==> src/rtl/adc_seq_pkg.sv <==
package adc_seq_pkg;
    localparam int PSC_W    = 3;
    localparam int B_EN     = 0;
    localparam int B_GO     = 1;
    localparam int B_FLAG   = 2;
    localparam int PSC_LSB  = 3;
    localparam int CHAN_LSB = PSC_LSB + PSC_W;
    localparam int DIV_W    = (1 << PSC_W) - 1;

    // divider select to shift amount: zero behaves as one
    function automatic logic [PSC_W-1:0] eff_shift(input logic [PSC_W-1:0] sel);
        return (sel == '0) ? PSC_W'(1) : sel;
    endfunction
endpackage

==> src/rtl/adc_seq_clkdiv.sv <==
module adc_seq_clkdiv
    import adc_seq_pkg::*;
(
    input  logic             clk,
    input  logic             rst_n,
    input  logic             restart,
    input  logic             run,
    input  logic [PSC_W-1:0] sel,
    output logic             tick
);
    logic [DIV_W-1:0] cnt_d, cnt_q;
    logic [DIV_W-1:0] last;

    always_comb begin
        last  = (DIV_W'(1) << eff_shift(sel)) - DIV_W'(1);
        tick  = run && !restart && (cnt_q == last);
        cnt_d = cnt_q;
        if (restart) begin
            cnt_d = '0;
        end else if (run) begin
            cnt_d = tick ? '0 : cnt_q + DIV_W'(1);
        end
    end

    always_ff @(posedge clk or negedge rst_n) begin
        if (!rst_n) cnt_q <= '0;
        else        cnt_q <= cnt_d;
    end
endmodule

==> src/rtl/adc_seq_timer.sv <==
module adc_seq_timer #(
    parameter int FIRST_LEN  = 25,
    parameter int NORMAL_LEN = 13
) (
    input  logic clk,
    input  logic rst_n,
    input  logic restart,
    input  logic run,
    input  logic tick,
    input  logic long_sel,
    output logic done
);
    localparam int MAX_LEN = (FIRST_LEN > NORMAL_LEN) ? FIRST_LEN : NORMAL_LEN;
    localparam int CW      = $clog2(MAX_LEN + 1);

    logic [CW-1:0] cnt_d, cnt_q;
    logic [CW-1:0] last;

    always_comb begin
        last  = long_sel ? CW'(FIRST_LEN - 1) : CW'(NORMAL_LEN - 1);
        done  = run && !restart && tick && (cnt_q == last);
        cnt_d = cnt_q;
        if (restart) begin
            cnt_d = '0;
        end else if (run && tick) begin
            cnt_d = done ? '0 : cnt_q + CW'(1);
        end
    end

    always_ff @(posedge clk or negedge rst_n) begin
        if (!rst_n) cnt_q <= '0;
        else        cnt_q <= cnt_d;
    end
endmodule

==> src/rtl/adc_seq_ctrl.sv <==
module adc_seq_ctrl
    import adc_seq_pkg::*;
#(
    parameter int CHAN_W     = 4,
    parameter int FIRST_LEN  = 25,
    parameter int NORMAL_LEN = 13
) (
    input  logic                       clk,
    input  logic                       rst_n,
    input  logic                       wr_en,
    input  logic [CHAN_LSB+CHAN_W-1:0] wr_data,
    output logic [CHAN_LSB+CHAN_W-1:0] rd_data,
    output logic                       trig_valid,
    output logic [CHAN_W-1:0]          trig_chan,
    output logic                       irq
);
    typedef struct packed {
        logic              en;
        logic              go;
        logic              first;
        logic              flag;
        logic              long_sel;
        logic              trig_vld;
        logic [PSC_W-1:0]  psc;
        logic [PSC_W-1:0]  div;
        logic [CHAN_W-1:0] chan;
        logic [CHAN_W-1:0] trig_ch;
    } state_t;

    state_t st_d, st_q;
    logic   launch, abort, tick, conv_done, timer_done;
    logic   en_new, first_new;

    adc_seq_clkdiv u_div (
        .clk     (clk),
        .rst_n   (rst_n),
        .restart (launch || abort),
        .run     (st_q.go),
        .sel     (st_q.div),
        .tick    (tick)
    );

    adc_seq_timer #(
        .FIRST_LEN  (FIRST_LEN),
        .NORMAL_LEN (NORMAL_LEN)
    ) u_tmr (
        .clk      (clk),
        .rst_n    (rst_n),
        .restart  (launch || abort),
        .run      (st_q.go),
        .tick     (tick),
        .long_sel (st_q.long_sel),
        .done     (timer_done)
    );

    always_comb begin
        st_d      = st_q;
        en_new    = wr_en ? wr_data[B_EN] : st_q.en;
        abort     = wr_en && !wr_data[B_EN] && st_q.en;
        launch    = wr_en && wr_data[B_EN] && wr_data[B_GO] && !st_q.go;
        conv_done = timer_done && !abort;

        first_new = st_q.first;
        if (wr_en && wr_data[B_EN] && !st_q.en) first_new = 1'b1;
        if (conv_done)                          first_new = 1'b0;

        st_d.en       = en_new;
        st_d.first    = first_new;
        st_d.trig_vld = launch;

        if (wr_en) begin
            st_d.psc  = wr_data[PSC_LSB +: PSC_W];
            st_d.chan = wr_data[CHAN_LSB +: CHAN_W];
            if (wr_data[B_FLAG]) st_d.flag = 1'b0;
        end
        if (conv_done) st_d.flag = 1'b1;

        if (launch) begin
            st_d.go       = 1'b1;
            st_d.div      = wr_data[PSC_LSB +: PSC_W];
            st_d.long_sel = first_new;
            st_d.trig_ch  = wr_data[CHAN_LSB +: CHAN_W];
        end else if (abort || conv_done) begin
            st_d.go = 1'b0;
        end
    end

    always_ff @(posedge clk or negedge rst_n) begin
        if (!rst_n) st_q <= '0;
        else        st_q <= st_d;
    end

    assign rd_data    = {st_q.chan, st_q.psc, st_q.flag, st_q.go, st_q.en};
    assign trig_valid = st_q.trig_vld;
    assign trig_chan  = st_q.trig_ch;
    assign irq        = st_q.flag;
endmodule

==> config.mk <==
export PLATFORM = sky130hd
export DESIGN_NAME = adc_seq_ctrl
export DESIGN_NICKNAME = d
export VERILOG_FILES = /design/src/rtl/adc_seq_pkg.sv /design/src/rtl/adc_seq_clkdiv.sv /design/src/rtl/adc_seq_timer.sv /design/src/rtl/adc_seq_ctrl.sv
export SDC_FILE = /design/constraint.sdc
export NUM_CORES = 1
export LEC_CHECK = 0
export BUFFER_PORTS_ARGS = -buffer_cell sky130_fd_sc_hd__buf_4
export CORE_MARGIN = 5
export CORE_UTILIZATION = 40
export DETAILED_ROUTE_END_ITERATION = 7
export GPL_TIMING_DRIVEN = 0
export PLACE_DENSITY = 0.7
export SLEW_MARGIN = 5
export SYNTH_ARGS = -nofsm -noshare
export SYNTH_HDL_FRONTEND = slang
export SYNTH_HIERARCHICAL = 1
export SYNTH_SLANG_ARGS = --single-unit
==> constraint.sdc <==
create_clock -name clk -period 3.2 [get_ports clk]
set_clock_uncertainty 0.2 [all_clocks]
set_input_delay 0.16 -clock clk [delete_from_list [all_inputs] [get_ports clk]]
set_output_delay 0.16 -clock clk [all_outputs]
set_load 0.02 [all_outputs]
==> out/metrics.cfg <==
[outcome]
status = finished, final reports clean

[yosys]
ys_ff_latch = 32
syn-num-nets = 177
syn-cell-area_mm2 = 0.00178
ys_warn_count = 6
syn_area_per_cell_um2 = 11.1
async_flop_share_pct = 100
ys.flop_type = dfrtp_1
synth_cell_types = 46
syn_inst = 160
synth-edff-count = 0
synth_seq_area_share_pct = 45.0

[clock_network]
cts.path.max_buffers = 2
clock_sinks = 32
clockRootBuffer = clkbuf_8
cts_tree = built
clk_pin_slew_worst_paths_ps = 70
h-tree-depth = 2
clock_latency_ps = 270
cts_buffers = 5

[power]
powerDensity_mw_per_mm2 = 660
power_mw = 1.55
peakVddDrop_uv = 310
power.leakage_nw = 1.08

[setup_path]
cp-start-kind = register
r2r_slack_ps = 200
critPathMaxFanout = 8
worstPathRequired_ps = 3140
crit_buf_inv = 1
path_cells = buf_6 > or2_4 > ha_4 > xor2_1 > nand3_1 > nor4_4 > and3b_2 > nand2_4 > nor3_4 > nand2b_4 > o311ai_0
r2r_cells = 11
critPathTopFamily = simple AND/OR/NAND/NOR gates
crit_slowest_cell = dfrtp_1
path_class = register to register
end_kind = register
worstReg2RegStart = st_q[10]
cp.arrival_ps = 2930
r2r-end = st_q[17]
crit_path_max_incr_delay_ps = 390

[global_route]
grt_max_degree = 33
grt_pass1_wl_mm = 6.03
grt_pass1_vias = 1335
antenna_found_initial = 0
grt_use_total_pct = 12.4
grt_overflow = 0

[hold_path]
hp-start = wr_data[1]
min_to = st_q[8]
whs_path_depth = 3
hold_path.class = input port to register

[floorplanning]
start_util_pct = 41.1
row_count = 24
core_area_mm2 = 0.00432
die_h_um = 76.7
ios = 29
die_area_mm2 = 0.00588
fp.dieW_um = 76.7

[route]
vias = 1337
post_drt_wl_per_cell_um = 13.5
routed_wl_mm = 3.57
dr.pass1.iters = 4
drc = 0
postRouteAntennaNets = 0
first_iter_violations = 42
vias_per_cell = 5.06

[flow_run]
cap_viol_max_count = 0

[timing]
max_freq_mhz = 334
worstMarginPinSlew_ps = 945
period_share_pct = 93.7
finalHoldViolations = 0
rsz0062_at_grt = false
period_needed_ps = 3000
maxSlewViolCount = 0
slew_headroom_pct = 36.3
setup_viol = 0

[final_layout]
register_area_um2 = 801
area_growth_pct = 32.0
nNetsFinal = 229
fill_cells = 389
final-instance-count-excl-fill = 264
diodes = 0
drive_gt1_share_pct = 41.0
design_area_mm2 = 0.00235
multi_input_area_um2 = 853

[placed_design]
place.gp.congestion = 0.731
portBuffers = 28
placed_area_mm2 = 0.00205
dp.cells = 240
hpwl_mm = 2.33

through the flow:
step | TNS, ps | worst slack, ps | utilization [%] | hold WS, ps
final | 0 | 202 | 54.3 | 92.9
after global routing | 0 | 28.2 | 54.3 | 105
after CTS | 0 | 10.9 | 52.5 | 81.8
after detailed placement | -442 | -173 | 47.5 | -69.3
after global placement | -428 | -175 | 47.5 | -71.9
after floorplan | 0 | 221 | - | -336
where the power goes:
part / internal, mW / switching (mW)
Clock: 0.191 / 0.142
Sequential: 0.497 / 0.104
Combinational: 0.342 / 0.273
registers in the layout (all words and copies together), names as in the netlist:
| name | cells |
|---|---|
| rd_data | 9 |
| u_div/cnt_q | 7 |
| st_q | 5 |
| u_tmr/cnt_q | 5 |
| trig_chan | 4 |
| irq | 1 |
| trig_valid | 1 |
worst max-delay path by stage:
stage	start	end	slack, ps	cells after the start
finish	st_q[10]	st_q[17]	200	11
detailed placement	st_q[10]	st_q[17]	-170	11
CTS	st_q[10]	st_q[17]	10	11
global placement	st_q[10]	st_q[17]	-170	11
global route	st_q[10]	st_q[17]	30	11
floorplan	st_q[10]	st_q[17]	220	11
Yosys cell counts, types with 2 or more instances:
master,n,area (um2)
dfrtp_1,32,801
buf_4,14,105
nand2_1,11,41.3
mux2_2,9,101
o21ai_0,7,35.0
xor2_1,7,61.3
inv_1,6,22.5
a211oi_1,5,37.5
a21oi_1,5,25.0
mux2_4,5,75.1
nand3_1,5,25.0
ha_1,4,50.1
nand4_1,4,25.0
nor2_1,3,11.3
nor3_1,3,15.0
and2_1,2,12.5
and3_2,2,15.0
and3b_1,2,17.5
buf_1,2,7.51
buf_6,2,22.5
nand2b_1,2,12.5
nand3b_1,2,15.0
nor2b_1,2,12.5
xnor2_1,2,17.5
logic make-up (layout without fill, tap and decap cells):
logic type	count (synthesis)	count (layout)	synth area share (%)
xor+xnor	10	10	5.35
simple gates	44	44	15.5
flops	32	32	45.0
other cells	1	1	0.211
fa+ha+maj	4	4	2.82
mux	16	16	11.3
buf+inv	26	78	9.36
compound gates	27	27	10.5
cell type report:
type / count / area share, %
Tap cell: 52 / 2.77
Sequential cell: 32 / 34.1
Timing Repair Buffer: 45 / 15.6
Multi-Input combinational cell: 102 / 36.4
Clock buffer: 7 / 4.10
Buffer: 20 / 6.13
Inverter: 6 / 0.959
placed cells by master (no fill, tap or decap), drive strengths merged:
cell         synthesis  layout
o21ai                8       8
mux2                14      14
buf                 19      53
nor4                 1       1
nand2               11      11
nor2b                2       2
nor3b                1       1
mux2i                2       2
nand2b               2       2
o21bai               1       1
a211oi               6       6
o311ai               1       1
clkbuf               1       8
nor2                 3       3
o211ai               1       1
nand4                4       4
and3b                2       2
nor3                 3       3
conb                 1       1
xnor2                3       3
o221ai               1       1
nand3b               2       2
or3b                 1       1
xor2                 7       7
ha                   4       4
a21oi                5       5
and3                 2       2
and2                 2       2
o32a                 1       1
dfrtp               32      32
nand3                5       5
or2                  1       1
a21boi               1       1
nand4b               2       2
a22oi                1       1
a41oi                1       1
inv                  6       6
dlygate4sd3          0      11
per-layer routing:
layer  GRT usage [%]  wire, um
met1            15.2      1640
met2            21.0      1820
met3            4.22       118
met4            2.62         0
met5               0         0
worst reg2reg max path: stages (launching register included):
cell and delay, ps:
dfrtp_1 390, buf_6 140, or2_4 230, ha_4 260, xor2_1 140, nand3_1 130
nor4_4 390, and3b_2 310, nand2_4 100, nor3_4 270, nand2b_4 170, o311ai_0 120
repair_timing:
| item | in CTS | in global routing |
|---|---|---|
| setup endpoints to repair | 4 | 6 |
| gates resized for setup | 2 | 6 |
| buffers inserted | 0 | 6 |
| pin swaps | 1 | 3 |
| hold buffers | 11 | 0 |
| hold endpoints to repair | 49 | 0 |
Power figures use the tool's default switching activity.
